## src/rtl/pwc_pkg.sv

```systemverilog
package pwc_pkg;
  typedef enum logic [1:0] {
    ST_HOLD = 2'd0,
    ST_IDLE = 2'd1,
    ST_LOAD = 2'd2,
    ST_PROG = 2'd3
  } pwc_state_e;

  function automatic int unsigned pwc_max3(int unsigned a, int unsigned b, int unsigned c);
    int unsigned m;
    m = (a > b) ? a : b;
    return (m > c) ? m : c;
  endfunction
endpackage

```

## src/rtl/pwc_strobe.sv

```systemverilog
module pwc_strobe #(
  parameter int ADDR_W    = 15,
  parameter int DATA_W    = 8,
  parameter int MIN_PULSE = 3
) (
  input  logic              clk,
  input  logic              rst_n,
  input  logic              cs_n,
  input  logic              wr_n,
  input  logic              rd_n,
  input  logic [ADDR_W-1:0] addr,
  input  logic [DATA_W-1:0] wdata,
  output logic              active,
  output logic              byte_ev,
  output logic [ADDR_W-1:0] byte_addr,
  output logic [DATA_W-1:0] byte_data
);
  localparam int W_CNT = $clog2(MIN_PULSE + 1) + 1;
  localparam logic [W_CNT-1:0] MIN_C = W_CNT'(MIN_PULSE);

  logic              act_q, act_d;
  logic [ADDR_W-1:0] addr_q, addr_lat, addr_lat_nx;
  logic [DATA_W-1:0] data_q, data_lat, data_lat_nx;
  logic [W_CNT-1:0]  wcnt, wcnt_nx;
  logic              raw_act, rise, fall;

  assign raw_act = ~cs_n & ~wr_n & rd_n;
  assign rise    = act_q & ~act_d;
  assign fall    = ~act_q & act_d;

  always_comb begin
    addr_lat_nx = addr_lat;
    data_lat_nx = data_lat;
    wcnt_nx     = wcnt;
    if (rise) begin
      addr_lat_nx = addr_q;
      wcnt_nx     = W_CNT'(1);
    end else if (act_q && (wcnt < MIN_C)) begin
      wcnt_nx = wcnt + W_CNT'(1);
    end
    if (act_q) data_lat_nx = data_q;
  end

  always_ff @(posedge clk or negedge rst_n) begin
    if (!rst_n) begin
      act_q    <= 1'b0;
      act_d    <= 1'b0;
      addr_q   <= '0;
      data_q   <= '0;
      addr_lat <= '0;
      data_lat <= '0;
      wcnt     <= '0;
    end else begin
      act_q    <= raw_act;
      act_d    <= act_q;
      addr_q   <= addr;
      data_q   <= wdata;
      addr_lat <= addr_lat_nx;
      data_lat <= data_lat_nx;
      wcnt     <= wcnt_nx;
    end
  end

  assign active    = act_q;
  assign byte_ev   = fall & (wcnt >= MIN_C);
  assign byte_addr = addr_lat;
  assign byte_data = data_lat;
endmodule

```

## src/rtl/pwc_page_buf.sv

```systemverilog
module pwc_page_buf #(
  parameter int OFF_W  = 6,
  parameter int PAGE_W = 9,
  parameter int DATA_W = 8
) (
  input  logic                            clk,
  input  logic                            rst_n,
  input  logic                            wr_en,
  input  logic                            clr,
  input  logic [OFF_W-1:0]                offset,
  input  logic [PAGE_W-1:0]               page_in,
  input  logic [DATA_W-1:0]               wdata,
  output logic [(1<<OFF_W)-1:0]           mask,
  output logic [(1<<OFF_W)*DATA_W-1:0]    data_flat,
  output logic [PAGE_W-1:0]               page
);
  localparam int NBYTES = 1 << OFF_W;

  logic [PAGE_W-1:0] page_nx;

  always_comb begin
    page_nx = page;
    if (wr_en) page_nx = page_in;
  end

  always_ff @(posedge clk or negedge rst_n) begin
    if (!rst_n) page <= '0;
    else        page <= page_nx;
  end

  for (genvar i = 0; i < NBYTES; i++) begin : g_byte
    logic              sel;
    logic              vld_nx;
    logic [DATA_W-1:0] byte_nx;

    assign sel = wr_en && (offset == OFF_W'(i));

    always_comb begin
      vld_nx  = mask[i];
      byte_nx = data_flat[i*DATA_W +: DATA_W];
      if (clr) vld_nx = 1'b0;
      else if (sel) begin
        vld_nx  = 1'b1;
        byte_nx = wdata;
      end
    end

    always_ff @(posedge clk or negedge rst_n) begin
      if (!rst_n) begin
        mask[i]                      <= 1'b0;
        data_flat[i*DATA_W +: DATA_W] <= '0;
      end else begin
        mask[i]                      <= vld_nx;
        data_flat[i*DATA_W +: DATA_W] <= byte_nx;
      end
    end
  end
endmodule

```

## src/rtl/pwc_seq.sv

```systemverilog
module pwc_seq
  import pwc_pkg::*;
#(
  parameter int INIT_CYC = 16,
  parameter int LOAD_CYC = 32,
  parameter int PROG_CYC = 64
) (
  input  logic clk,
  input  logic rst_n,
  input  logic byte_ev,
  input  logic active,
  output logic buf_we,
  output logic buf_clr,
  output logic busy,
  output logic commit_valid
);
  localparam int unsigned CMAX = pwc_max3(INIT_CYC, LOAD_CYC, PROG_CYC);
  localparam int CNT_W = $clog2(CMAX + 1);
  localparam logic [CNT_W-1:0] INIT_END = CNT_W'(INIT_CYC - 1);
  localparam logic [CNT_W-1:0] LOAD_END = CNT_W'(LOAD_CYC - 1);
  localparam logic [CNT_W-1:0] PROG_END = CNT_W'(PROG_CYC - 1);

  pwc_state_e       state, state_nx;
  logic [CNT_W-1:0] cnt, cnt_nx;
  logic             cv_q, cv_nx;
  logic             accept;

  assign accept = byte_ev && !cv_q && ((state == ST_IDLE) || (state == ST_LOAD));

  always_comb begin
    state_nx = state;
    cnt_nx   = cnt;
    cv_nx    = 1'b0;
    unique case (state)
      ST_HOLD: begin
        if (cnt == INIT_END) begin
          state_nx = ST_IDLE;
          cnt_nx   = '0;
        end else cnt_nx = cnt + CNT_W'(1);
      end
      ST_IDLE: begin
        if (accept) begin
          state_nx = ST_LOAD;
          cnt_nx   = '0;
        end
      end
      ST_LOAD: begin
        if (accept || active) cnt_nx = '0;
        else if (cnt == LOAD_END) begin
          state_nx = ST_PROG;
          cnt_nx   = '0;
        end else cnt_nx = cnt + CNT_W'(1);
      end
      ST_PROG: begin
        if (cnt == PROG_END) begin
          state_nx = ST_IDLE;
          cnt_nx   = '0;
          cv_nx    = 1'b1;
        end else cnt_nx = cnt + CNT_W'(1);
      end
      default: state_nx = ST_HOLD;
    endcase
  end

  always_ff @(posedge clk or negedge rst_n) begin
    if (!rst_n) begin
      state <= ST_HOLD;
      cnt   <= '0;
      cv_q  <= 1'b0;
    end else begin
      state <= state_nx;
      cnt   <= cnt_nx;
      cv_q  <= cv_nx;
    end
  end

  assign buf_we       = accept;
  assign buf_clr      = cv_q;
  assign busy         = (state == ST_PROG) || cv_q;
  assign commit_valid = cv_q;
endmodule

```

## src/rtl/page_load_ctrl.sv

```systemverilog
module page_load_ctrl #(
  parameter int ADDR_W    = 15,
  parameter int DATA_W    = 8,
  parameter int OFF_W     = 6,
  parameter int INIT_CYC  = 16,
  parameter int LOAD_CYC  = 32,
  parameter int PROG_CYC  = 64,
  parameter int MIN_PULSE = 3,
  localparam int NBYTES   = 1 << OFF_W,
  localparam int PAGE_W   = ADDR_W - OFF_W
) (
  input  logic                     clk,
  input  logic                     rst_n,
  input  logic                     bus_cs_n,
  input  logic                     bus_wr_n,
  input  logic                     bus_rd_n,
  input  logic [ADDR_W-1:0]        bus_addr,
  input  logic [DATA_W-1:0]        bus_wdata,
  output logic                     busy,
  output logic                     commit_valid,
  output logic [PAGE_W-1:0]        commit_page,
  output logic [NBYTES-1:0]        commit_mask,
  output logic [NBYTES*DATA_W-1:0] commit_data
);
  logic [1:0]        rst_sync;
  logic              srst_n;
  logic              active, byte_ev, buf_we, buf_clr;
  logic [ADDR_W-1:0] byte_addr;
  logic [DATA_W-1:0] byte_data;

  always_ff @(posedge clk or negedge rst_n) begin
    if (!rst_n) rst_sync <= 2'b00;
    else        rst_sync <= {rst_sync[0], 1'b1};
  end
  assign srst_n = rst_sync[1];

  pwc_strobe #(
    .ADDR_W(ADDR_W), .DATA_W(DATA_W), .MIN_PULSE(MIN_PULSE)
  ) u_strobe (
    .clk(clk), .rst_n(srst_n),
    .cs_n(bus_cs_n), .wr_n(bus_wr_n), .rd_n(bus_rd_n),
    .addr(bus_addr), .wdata(bus_wdata),
    .active(active), .byte_ev(byte_ev),
    .byte_addr(byte_addr), .byte_data(byte_data)
  );

  pwc_seq #(
    .INIT_CYC(INIT_CYC), .LOAD_CYC(LOAD_CYC), .PROG_CYC(PROG_CYC)
  ) u_seq (
    .clk(clk), .rst_n(srst_n),
    .byte_ev(byte_ev), .active(active),
    .buf_we(buf_we), .buf_clr(buf_clr),
    .busy(busy), .commit_valid(commit_valid)
  );

  pwc_page_buf #(
    .OFF_W(OFF_W), .PAGE_W(PAGE_W), .DATA_W(DATA_W)
  ) u_buf (
    .clk(clk), .rst_n(srst_n),
    .wr_en(buf_we), .clr(buf_clr),
    .offset(byte_addr[OFF_W-1:0]),
    .page_in(byte_addr[ADDR_W-1:OFF_W]),
    .wdata(byte_data),
    .mask(commit_mask), .data_flat(commit_data), .page(commit_page)
  );
endmodule

```

## config.mk

```make
export PLATFORM = sky130hd
export DESIGN_NAME = page_load_ctrl
export DESIGN_NICKNAME = d
export VERILOG_FILES = /design/src/rtl/pwc_pkg.sv /design/src/rtl/pwc_strobe.sv /design/src/rtl/pwc_page_buf.sv /design/src/rtl/pwc_seq.sv /design/src/rtl/page_load_ctrl.sv
export SDC_FILE = /design/constraint.sdc
export NUM_CORES = 1
export LEC_CHECK = 0
export ABC_AREA = 1
export BUFFER_PORTS_ARGS = -buffer_cell sky130_fd_sc_hd__buf_2
export CAP_MARGIN = 20
export CORE_AREA = 10 10 230 232
export DETAILED_ROUTE_END_ITERATION = 7
export DIE_AREA = 0 0 240 242
export GPL_TIMING_DRIVEN = 1
export PLACE_DENSITY = 0.74
export SYNTH_ARGS = -nofsm -noshare
export SYNTH_HDL_FRONTEND = slang
export SYNTH_SLANG_ARGS = --single-unit
```

## constraint.sdc

```tcl
create_clock -name clk -period 34.8 [get_ports clk]
set_input_delay 8.7 -clock clk [delete_from_list [all_inputs] [get_ports clk]]
set_output_delay 8.7 -clock clk [all_outputs]
set_load 0.05 [all_outputs]
```

## After elaboration in Yosys (flattened, before gate mapping)

Index checks and enable logic that the tools add are counted.

- Flip-flop bits (word level): 648
- Input bits: 28
- Output and inout port bits: 587
- Word-level logic and storage cells: 575

- Add/sub/neg operators: 2
- Order comparisons: 2
- Eq/ne operators: 74
- Multiplexer cells: 144
- Bitwise gates (word level): 10
- Reductions and logical operators: 203

Operators with widths:

| cell | count |
|---|---|
| $eq A6 B6 Y1 const B | 32 |
| $mux W1 | 130 |
| $reduce_bool A2 Y1 | 65 |
| $reduce_and A2 Y1 | 64 |
| $eq A6 B5 Y1 const B | 16 |
| $logic_and A1 B1 Y1 | 67 |
| $eq A6 B4 Y1 const B | 8 |
| $mux W7 | 5 |
| $pmux W7 S4 | 1 |
| $eq A6 B3 Y1 const B | 4 |
| $eq A6 B2 Y1 const B | 2 |
| $mux W2 | 5 |
| $pmux W2 S4 | 1 |
| $add A7 B1 Y7 const B | 1 |
| $eq A7 B4 Y1 const B | 1 |
| $eq A7 B5 Y1 const B | 1 |
| $eq A7 B6 Y1 const B | 1 |
| $eq A6 B1 Y1 const B | 1 |
| $logic_not A6 Y1 | 1 |
| $mux W3 | 2 |
| $ne A2 B2 Y1 const B | 3 |
| $and A1 B1 Y1 | 5 |
| $not A1 Y1 | 5 |
| $reduce_and A5 Y1 | 1 |
| 9 further kinds | 13 |

## Depth between registers and ports, before layout

Gate-level depths: netlist of the first run.

- Depth in word-level cells: 8
- Mapped depth: 13
- Depth with buffers taken out: 12

## Modules after synthesis

Synthesis of the first run repeated with hierarchy kept, for this count alone.

- Cell total of the unflattened synthesis: 2817
- Area, all modules: 25767.2 µm²

By module, submodules not included:

| module | times used | cells an instance | area an instance (µm²) | sequential area each (µm²) |
|---|---|---|---|---|
| pwc_page_buf | 1 | 2562 | 23258.6 | 14639.0 |
| pwc_strobe | 1 | 150 | 1707.9 | 1276.2 |
| pwc_seq | 1 | 102 | 747.0 | 250.2 |
| page_load_ctrl | 1 | 3 | 53.8 | 50.0 |

## Worst setup path after synthesis of the first run

OpenSTA, ideal clock, no wires.

- Path type: register to output
- Start point: register u_seq.cv_q (netlist: u_seq.buf_clr)
- End point: output port busy
- Arrival time: 1.503 ns
- Required time: 26.100 ns
- Slack: 24.597 ns
- Stages on the path, launching flop included: 5
- Path through: dfrtp_1 > buf_2 > inv_1 > clkbuf_1 > nand2_1

- Cells in the longest elaborated chain, start to end: 1

Ends and longest elaborated chain:

| what | RTL line | source |
|---|---|---|
| start, declared | pwc_seq.sv:25 | `logic cv_q, cv_nx;` |
| start signal, assigned | pwc_seq.sv:73 | `cv_q <= cv_nx;` |
| $logic_or A1 B1 Y1 | pwc_seq.sv:79 | `assign busy = (state == ST_PROG) \|\| cv_q;` |
| end, declared | page_load_ctrl.sv:19 | `output logic busy,` |

No other way between the ends.

## Worst setup path in the final report of the first run

Same ends and word-level chain as after synthesis.

==> run metrics, run 1 <==
Root Driver clkbuf_16; cell depth of the worst flop-to-flop path 8; Iter 0 DRT Violations 1445; synth warn 0; Worst Max-Slew Pin Slew about 1.1 ns; RSZ-0062 raised after global routing false; worst skew pair latency roughly 0.59 ns; share of the synthesized area in the top cell type a little over two thirds; crit start category flip-flop; WS Path Type flip-flop to output pin; CP endpoint kind output pin; routed vias/inst around 5.4; post_cts resized 0; most frequent cells in the layout 703 x nand2_1, 646 x dfrtp_1, 614 x buf_2, 544 x o21ai_0, 82 x inv_1; Post-DP HPWL between 50000 and 60000 um; Hold Buf Count CTS 0; status finished, final reports clean; WP depth 3; TritonCTS Buffers between 60 and 70; initial core utilization about half; mapped cell area 23320 sq um; CP Cell Sequence inv_2, nand2_1, buf_2; Post-CTS Setup Bufs 0; post-route ant nets 0; Clock Skews roughly 0.021 ns; worst path required time around 26 ns; min Tclk post-route around 11 ns; P&R area growth vs syn 24.57%; fill count 4004; power consumption 1.792 mW; CTS sink cnt 648; top cells by area, synth dfrtp_1 70%, o21ai_0 12%, nand2_1 11%; Power Density 61.69 nW/um^2; syn_area_per_cell ~10 sq um; num ports slightly above 600; setup violators final 0; Remaining DRCs 0; max-slew violations 0; All-Layer GR Usage between 20 and 30%; flops & latches, synth about 650; CP Data Arrival Time between 2 and 2.5 ns; leading area contributor after synthesis dfrtp_1; wire length per cell about 23 um; clock-pin slew on the worst setup and hold paths ~0.06 ns; Max Cap Violations 0; chip height about 240 um; Die W ~240 um; final WL approximately 80000 um; IO Port Bufs ~610; setup tns final 0 ns; Worst path max stage delay approximately 0.82 ns; most common cell after layout, fill and taps aside nand2_1; via count 18851; core area between 40000 and 50000 sq um; worst ir drop on vdd 0.04208 mV; first-pass GRT wire length around 120000 um; Lkg Pwr between 15 and 20 nW; layout cells sized above 1 26.45%; vias in the first global route 18856; first-pass iteration count of the detailed router 5; CTS tree yes; slew margin rel. ~28%; Nets approximately 2900; final hold violations 0; delay-heaviest family, CP buffers and inverters; Crit-path slowest cell inv_2; GRT Residual Overflow 0; routability cong. approximately 0.85; largest net degree at the start of global routing 198; number of distinct library cells after synthesis 29; Synth Net Count 2307; Rows between 80 and 90; Mapped Cells ~2300; Max Root-Sink Buffers 3; fin crit share between 30% and 40%; Buffers & Inverters on Critical Path 2; HP Class flip-flop to flip-flop; hold-critical path depth 0; sequential area share after synthesis roughly 70%; initial antenna violation count 1; Fmax achieved 89.42 MHz; critical path peak fanout 40; htree depth 3; die area approximately 58000 sq um
[cell type report]
| class | count | area, sq um | area share [%] |
|---|---|---|---|
| Timing Repair Buffer | 630 | 3218 | 11.08 |
| Clock buffer | 100 | 2006 | 6.905 |
| Clock inverter | 21 | 300.3 | 1.034 |
| Multi-Input combinational cell | 1390 | 6177 | 21.27 |
| Sequential cell | 648 | 16220 | 55.84 |
| Tap cell | 622 | 778.2 | 2.679 |
| Inverter | 92 | 345.3 | 1.189 |
| Antenna cell | 1 | 2.502 | 0.008615 |
[cells by family after synthesis]
| group | Yosys count | synth area share (%) |
|---|---|---|
| fa+ha+maj | 8 | 0.4293 |
| xor+xnor | 2 | 0.07513 |
| flops | 648 | 69.54 |
| other cells | 1 | 0.01608 |
| compound gates | 576 | 12.38 |
| buf+inv | 233 | 3.971 |
| simple gates | 803 | 13.59 |
[final timing paths]
| path | from | end | slack [ns] |
|---|---|---|---|
| max in group asynchronous | rst_n | rst_sync[1]$_DFF_PN0_ | 26.79 |
| setup reg to reg | u_seq.state[1]$_DFFE_PN0P_ | u_buf.data_flat[370]$_DFFE_PN0P_ | 31.31 |
| hold reg to reg | rst_sync[0]$_DFF_PN0_ | rst_sync[1]$_DFF_PN0_ | 0.36 |
| setup / recovery | u_seq.buf_clr$_DFF_PN0_ | busy | 23.62 |
| hold / removal | rst_sync[0]$_DFF_PN0_ | rst_sync[1]$_DFF_PN0_ | 0.36 |
| min in group asynchronous | rst_sync[1]$_DFF_PN0_ | u_strobe.addr_q[12]$_DFF_PN0_ | 0.47 |
[power breakdown]
part	internal (mW)	switching, mW	leakage (nW)
registers	0.785	0.0212	8.60
logic	0.0425	0.198	5.60
clock network	0.447	0.299	1.13
total	1.27	0.518	15.3
[metal layers]
| layer | part of all wire (%) | routed length [um] | vias to the layer above | track usage (%) |
|---|---|---|---|---|
| li1 | - | - | 8473 | - |
| met5 | 0 | 0 | - | 0 |
| met3 | 9.0 | 7192 | 181 | 7.484 |
| met2 | 48 | 38320 | 815 | 44.31 |
| met1 | 39 | 31180 | 9382 | 33.43 |
| met4 | 4.6 | 3664 | 0 | 12.73 |
[registers in the layout, summed over array words and instances, names as in the netlist]
register,cells
u_buf.data_flat,512
u_buf.mask,64
u_strobe.addr_q,15
u_strobe.byte_addr,15
u_buf.page,9
u_strobe.byte_data,8
u_strobe.data_q,8
u_seq.cnt,7
u_strobe.wcnt,3
rst_sync,2
u_seq.state,2
u_seq.buf_clr,1
u_strobe.act_d,1
u_strobe.active,1
[cell usage after synthesis]
library cell / instances
dfrtp_1: 648
nor4_1: 1
buf_6: 2
o21a_1: 1
nand3b_1: 1
a21oi_1: 3
inv_2: 1
nor3b_1: 1
nor3_4: 1
ha_1: 8
buf_1: 1
nand3_2: 7
buf_2: 23
inv_1: 91
o21ai_0: 544
nand2_1: 703
nor3_2: 5
buf_4: 2
clkbuf_1: 113
nand4_1: 2
nor2_1: 44
nor3_1: 2
xnor2_1: 1
a21o_1: 1
nand2_2: 3
conb_1: 1
xor2_1: 1
nand3_1: 33
o21ai_1: 27
[per-stage QoR]
| stage | util [%] | hold slack (ns) | std cells | worst slack (ns) | instance area [sq um] |
|---|---|---|---|---|---|
| 5_1_grt | 59.96 | 0.3683 | 3504 | 23.43 | 29050 |
| 2_1_floorplan | - | 0.3312 | 2271 | 15.40 | 23320 |
| 6_report | 59.96 | 0.3614 | 3504 | 23.62 | 29050 |
| 4_1_cts | 59.96 | 0.3683 | 3503 | 23.50 | 29050 |
| 3_3_place_gp | 55.20 | 0.3355 | 3382 | 24.14 | 26740 |
| 3_5_place_dp | 55.20 | 0.3393 | 3382 | 24.15 | 26740 |
Note: power is estimated with default switching activity, not from simulation.
==> run 2: changes to the inputs <==
--- a/config.mk
+++ b/config.mk
@@ -8,11 +8,12 @@
 export ABC_AREA = 1
 export BUFFER_PORTS_ARGS = -buffer_cell sky130_fd_sc_hd__buf_2
 export CAP_MARGIN = 20
-export CORE_AREA = 10 10 230 232
+export CORE_ASPECT_RATIO = 0.75
+export CORE_MARGIN = 10
+export CORE_UTILIZATION = 52
 export DETAILED_ROUTE_END_ITERATION = 7
-export DIE_AREA = 0 0 240 242
 export GPL_TIMING_DRIVEN = 1
-export PLACE_DENSITY = 0.74
+export PLACE_DENSITY = 0.79
 export SYNTH_ARGS = -nofsm -noshare
 export SYNTH_HDL_FRONTEND = slang
 export SYNTH_SLANG_ARGS = --single-unit
==> constraint.sdc (replaced) <==
create_clock -name clk -period 11.2 [get_ports clk]
set_input_delay 2.8 -clock clk [delete_from_list [all_inputs] [get_ports clk]]
set_output_delay 2.8 -clock clk [all_outputs]
set_load 0.05 [all_outputs]
==> run 2 against run 1 <==
  * Final cell count down 1.4%
  * Sequential share of layout area rose by 0.57 points
  * Via count is 1.1% higher
  * Clock skew rose by 0.0018 ns
  * Highest routed layer unchanged
==> run metrics, run 2 (synthesis results as in run 1) <==
status finished, final reports clean; first-pass GRT wire length between 100000 and 150000 um; Hold Buf Count CTS 0; Die W between 200 and 300 um; CTS sink cnt around 650; Rows between 60 and 70; core area 44510 sq um; DP Area around 27000 sq um; CTS tree yes; worst skew pair latency ~0.6 ns; setup violators final 0; power consumption roughly 5.4 mW; setup tns final 0 ns; via count roughly 19000; Nets 2854; RSZ-0062 raised after global routing false; Finished Layout Cells 3456; delay-heaviest family, CP flip-flops; register area between 15000 and 20000 sq um; Top Registers u_buf.data_flat: 512 flops, u_buf.mask: 64 flops; Max Cap Violations 0; Crit-path slowest cell dfrtp_2; final hold violations 0; Post-DP HPWL between 50000 and 60000 um; most flop-heavy register u_buf.data_flat; worst ir drop on vdd 0.1214 mV; hold_ws 0.3618 ns; post-route ant nets 0; WS Path Type flip-flop to output pin; first-pass iteration count of the detailed router 7; fill count ~3400; P&R area growth vs syn 23.31%; post_cts resized 0; FF-to-FF End u_buf.data_flat[203]$_DFFE_PN0P_; Post-CTS Setup Bufs 0; WP depth 3; dpl cells about 3300; Remaining DRCs 0; most common cell after layout, fill and taps aside nand2_1; Max Root-Sink Buffers 3; Clock Skews roughly 0.023 ns; number of flip-flops in the largest register 512; CP endpoint kind output pin; Critical path origin u_seq.buf_clr$_DFF_PN0_; min Tclk post-route approximately 4.7 ns; routability cong. about 0.85; Root Driver clkbuf_16; crit start category flip-flop; Worst Setup EP busy; Worst R2R Setup Slack 7.59 ns; wire length per cell around 23 um; slew margin rel. 32.94%; die area ~54000 sq um; fin crit share a little over two fifths; Power Density ~190 nW/um^2; num ports ~600; largest net degree at the start of global routing around 180; most frequent cells in the layout 703 x nand2_1, 646 x dfrtp_1, 614 x buf_2, 544 x o21ai_0, 82 x inv_1; Lkg Pwr between 15 and 20 nW; hold path start rst_sync[0]$_DFF_PN0_; routed vias/inst approximately 5.5; initial antenna violation count 3; final WL ~80000 um; TritonCTS Buffers 57; vias in the first global route about 19000; hold-critical path depth 0; initial core utilization between 50% and 60%; CP Cell Sequence inv_2, nand2_1, buf_2; GRT Residual Overflow 0; Buffers & Inverters on Critical Path 2; layout cells sized above 1 about a quarter; cell depth of the worst flop-to-flop path 8; Worst Max-Slew Pin Slew 1.006 ns; Worst path max stage delay about 0.86 ns; All-Layer GR Usage between 20% and 30%; IO Port Bufs about 600; clock-pin slew on the worst setup and hold paths 0.06 ns; worst path required time around 8.4 ns; multi-input logic area 6180 sq um; HP Class flip-flop to flip-flop; critical path peak fanout 29; post-route cell area roughly 29000 sq um; Core Util, Final 64.60%; DP Worst Slack between 7 and 8 ns; CP Data Arrival Time between 1.5 and 2 ns; Fmax achieved 212.0 MHz; worst r2r src u_seq.state[0]$_DFFE_PN0P_; max-slew violations 0; Iter 0 DRT Violations ~2200; Setup WS post-layout 6.483 ns; htree depth 2; chip height between 200 and 250 um
-- run 2: changes by cell type in the layout (fill, tap and decap cells not counted), moves of 3 or more --
cell / change
clkbuf_16: -12
inv_2: -3
clkbuf_1: -9
clkinv_2: +9
-- run 2: layer usage --
metal / up-vias / wire (um) / track usage, %
met5: - / 0 / 0
met4: 0 / 2452 / 10.04
met3: 142 / 7720 / 8.088
met2: 970 / 37990 / 47.13
met1: 9515 / 31700 / 37.26
li1: 8433 / - / -
-- run 2: how the worst min path moves through the flow --
| stage | slack [ns] | endpoint |
|---|---|---|
| after floorplan | 0.33 | rst_sync[1]$_DFF_PN0_ |
| after global placement | 0.34 | rst_sync[1]$_DFF_PN0_ |
| after detailed placement | 0.34 | rst_sync[1]$_DFF_PN0_ |
| after CTS | 0.36 | rst_sync[1]$_DFF_PN0_ |
| after global routing | 0.37 | rst_sync[1]$_DFF_PN0_ |
| final | 0.36 | rst_sync[1]$_DFF_PN0_ |
-- run 2: power breakdown --
group | leakage [nW] | internal (mW) | switching (mW) | total [mW]
Clock | 1.01 | 1.23 | 0.890 | 2.12
Sequential | 8.60 | 2.44 | 0.0681 | 2.50
Combinational | 5.60 | 0.132 | 0.615 | 0.747
Total | 15.2 | 3.80 | 1.57 | 5.37
-- run 2: cell type report --
| type | instances | share of cell area (%) |
|---|---|---|
| inverters | 92 | 1.214 |
| diodes | 3 | 0.02611 |
| well taps | 586 | 2.550 |
| clock buffers | 79 | 5.813 |
| clock inverters | 29 | 1.288 |
| flip-flops and latches | 648 | 56.41 |
| multi-input cells | 1390 | 21.49 |
| repair buffers | 629 | 11.21 |
-- run 2: worst reg2reg max path, delay by kind of cell, from the launching register on --
kind | cells | cell delay, ns
buffers and inverters | 2 | 0.88
flip-flops | 1 | 0.40
AO/OA/AOI/OAI | 1 | 0.42
adder cells (fa/ha/maj) | 1 | 0.35
AND/OR/NAND/NOR | 4 | 1.46
==> run 3: changes to the inputs <==
--- a/config.mk
+++ b/config.mk
@@ -5,15 +5,15 @@
 export SDC_FILE = /design/constraint.sdc
 export NUM_CORES = 1
 export LEC_CHECK = 0
-export ABC_AREA = 1
+export ABC_AREA = 0
 export BUFFER_PORTS_ARGS = -buffer_cell sky130_fd_sc_hd__buf_2
 export CAP_MARGIN = 20
 export CORE_ASPECT_RATIO = 0.75
 export CORE_MARGIN = 10
-export CORE_UTILIZATION = 52
+export CORE_UTILIZATION = 48
 export DETAILED_ROUTE_END_ITERATION = 7
 export GPL_TIMING_DRIVEN = 1
-export PLACE_DENSITY = 0.79
+export PLACE_DENSITY = 0.76
 export SYNTH_ARGS = -nofsm -noshare
 export SYNTH_HDL_FRONTEND = slang
 export SYNTH_SLANG_ARGS = --single-unit
==> constraint.sdc (replaced) <==
create_clock -name clk -period 3.8 [get_ports clk]
set_input_delay 0.95 -clock clk [delete_from_list [all_inputs] [get_ports clk]]
set_output_delay 0.95 -clock clk [all_outputs]
set_load 0.05 [all_outputs]
==> run 3 against run 2 <==
  * Setup slack got worse by 5.8 ns
  * Clock-buffer cell count decreased by 1
  * Combinational power rose to 4.5 times the previous value
  * Total power grew to 3.3 times the previous value
  * Flip-flop and latch count is the same
  * First-iteration DRC count is 58% lower
  * Die area increased by 12%
  * Final area rose by 6.3%
  * Clock power increased to 3.1 times the previous value
==> run metrics, run 3 <==
Root Driver clkbuf_16; min Tclk post-route just over 3 ns; WP depth 7; Post-CTS Setup Bufs 0; number of flip-flops in the largest register ~510; fin crit share about four fifths; post-route ant nets 0; Worst path max stage delay 0.69 ns; Max Cap Violations 0; multi-input logic area around 7800 sq um; CP Data Arrival Time around 3.6 ns; num ports 615; Remaining DRCs 0; RSZ-0062 raised after global routing false; Max Root-Sink Buffers 3; HP Class primary input to asynchronous set/reset pin; number of distinct library cells after synthesis 50; most common cell after layout, fill and taps aside dfrtp_1; crit start category flip-flop; CP Cell Sequence ha_1, ha_1, a211oi_4, nor3b_2, nand2b_4, or3_1, mux2_2; Die W about 280 um; Hold Buf Count CTS 0; leading area contributor after synthesis dfrtp_1; DR WL met3 about 6000 um; first-pass GRT wire length around 110000 um; worst path required time approximately 4.3 ns; IO Port Bufs between 600 and 700; CP endpoint kind flip-flop; sequential area share after synthesis between 60% and 70%; cell depth of the worst flop-to-flop path 7; top cells by area, synth dfrtp_1 66%, mux2_2 25%, clkbuf_1 1.0%; post-route cell area 30560 sq um; Clock Skews just over 0.02 ns; routed vias/inst 5.462; Fmax achieved roughly 320 MHz; slew margin rel. 27.75%; delay-heaviest family, CP simple AND/OR/NAND/NOR gates; Lkg Pwr ~17 nW; DP Area 28400 sq um; vias in the first global route 16972; syn_area_per_cell 15.66 sq um; critical path peak fanout 9; setup violators final 0; CTS sink cnt 648; most flop-heavy register u_buf.data_flat; Synth Net Count between 1500 and 2000; worst ir drop on vdd between 0.4 and 0.5 mV; initial antenna violation count 9; clock-pin slew on the worst setup and hold paths about 0.070 ns; fill count between 3000 and 4000; P&R area growth vs syn 24.87%; initial core utilization about half; Iter 0 DRT Violations roughly 950; Post-DP HPWL 56040 um; Synth Flop Type dfrtp_1; most common library cells after synthesis 648 x dfrtp_1, 535 x mux2_2, 66 x clkbuf_1; Rows 71; routability cong. 0.8230; CTS tree yes; TritonCTS Buffers 60; wire length per cell about 27 um; final WL approximately 78000 um; top routing layer in use met5; core area 50280 sq um; synth warn 0; register area roughly 16000 sq um; status finished, final reports clean; Mapped Cells 1563; most frequent cell after synthesis dfrtp_1; Worst Max-Slew Pin Slew 1.084 ns; mapped cell area roughly 24000 sq um; most frequent cells in the layout 638 x dfrtp_1, 614 x buf_2, 535 x mux2_2, 60 x clkbuf_16, 48 x o21ai_0; htree depth 2; max-slew violations 0; WS Path Type flip-flop to flip-flop; Top Registers u_buf.data_flat: 512 flops, u_buf.mask: 64 flops; post_cts resized 0; Met2 Wirelength 37830 um; Post-synth EDFFs 0; power consumption ~18 mW; flops & latches, synth 648; worst skew pair latency around 0.61 ns; largest net degree at the start of global routing around 130; layout cells sized above 1 ~60%; GRT Residual Overflow 0; Crit-path slowest cell or3_1; metal1 wirelength a little over 30000 um; share of the synthesized area in the top cell type between 60% and 70%; Top cell by count, worst path ha_1; die area 60510 sq um; Power Density between 500 and 600 nW/um^2; Buffers & Inverters on Critical Path 0; chip height 215.5 um; All-Layer GR Usage 25.29%; via count roughly 16000; first-pass iteration count of the detailed router 5; Nets roughly 2200; asr flop ratio synth between 90% and 100%; final hold violations 0
-- run 3: cell count changes in the layout (fill, tap and decap cells not counted), moves of 23 or more --
cell	change
inv_1	-36
o21ai_1	-27
o21ai_0	-496
nand3_1	-23
a21o_1	+28
nand2_1	-667
mux2_2	+535
nor2_1	-34
-- run 3: area by class of cell --
class	instances	area share (%)
diodes	6	0.04914
clock buffers	78	5.397
clock inverters	31	1.617
inverters	46	0.5651
multi-input cells	787	25.39
flip-flops and latches	648	53.12
well taps	657	2.690
repair buffers	648	11.18
-- run 3: per-stage QoR --
step                util, %  setup TNS (ns)  cells  setup slack, ns  hold slack (ns)
floorplan                 -        -1597.14   1563           -2.472           0.3312
global placement      56.48               0   2786           0.7965           0.3335
detailed placement    56.48               0   2786           0.7237           0.3418
CTS                   60.74               0   2895           0.6893          0.08995
global route          60.76               0   2898           0.5066          0.09429
finish                60.77               0   2901           0.7135           0.1259
-- run 3: final timing paths --
check	slack [ns]	endpoint	start
setup / recovery	0.71	u_buf.data_flat[166]$_DFFE_PN0P_	u_strobe.wcnt[0]$_DFFE_PN0P_
hold / removal	0.13	rst_sync[0]$_DFF_PN0_	rst_n
setup reg to reg	0.71	u_buf.data_flat[166]$_DFFE_PN0P_	u_strobe.wcnt[0]$_DFFE_PN0P_
hold reg to reg	0.35	u_strobe.data_q[4]$_DFF_PN0_	rst_sync[1]$_DFF_PN0_
max in group asynchronous	2.28	u_buf.data_flat[205]$_DFFE_PN0P_	rst_sync[1]$_DFF_PN0_
min in group clk	0.36	rst_sync[1]$_DFF_PN0_	rst_sync[0]$_DFF_PN0_
-- run 3: cells by family after synthesis --
kind of cell	count (synthesis)	synth area share (%)
multiplexers	546	25.12
buffers and inverters	128	2.055
flip-flops	648	66.26
AND/OR/NAND/NOR	138	3.702
adder cells (fa/ha/maj)	8	0.4091
AO/OA/AOI/OAI	94	2.434
other	1	0.01532
-- run 3: report_power, final --
part / leakage [nW] / switching, mW / internal (mW)
registers: 8.68 / 0.537 / 7.37
clock network: 1.04 / 2.64 / 3.88
logic: 7.67 / 2.52 / 0.839
-- run 3: metal layers --
metal | track usage (%) | up-vias
met4 | 10.16 | 4
li1 | - | 6720
met3 | 7.094 | 173
met5 | 0 | -
met2 | 41.75 | 586
met1 | 31.01 | 8362
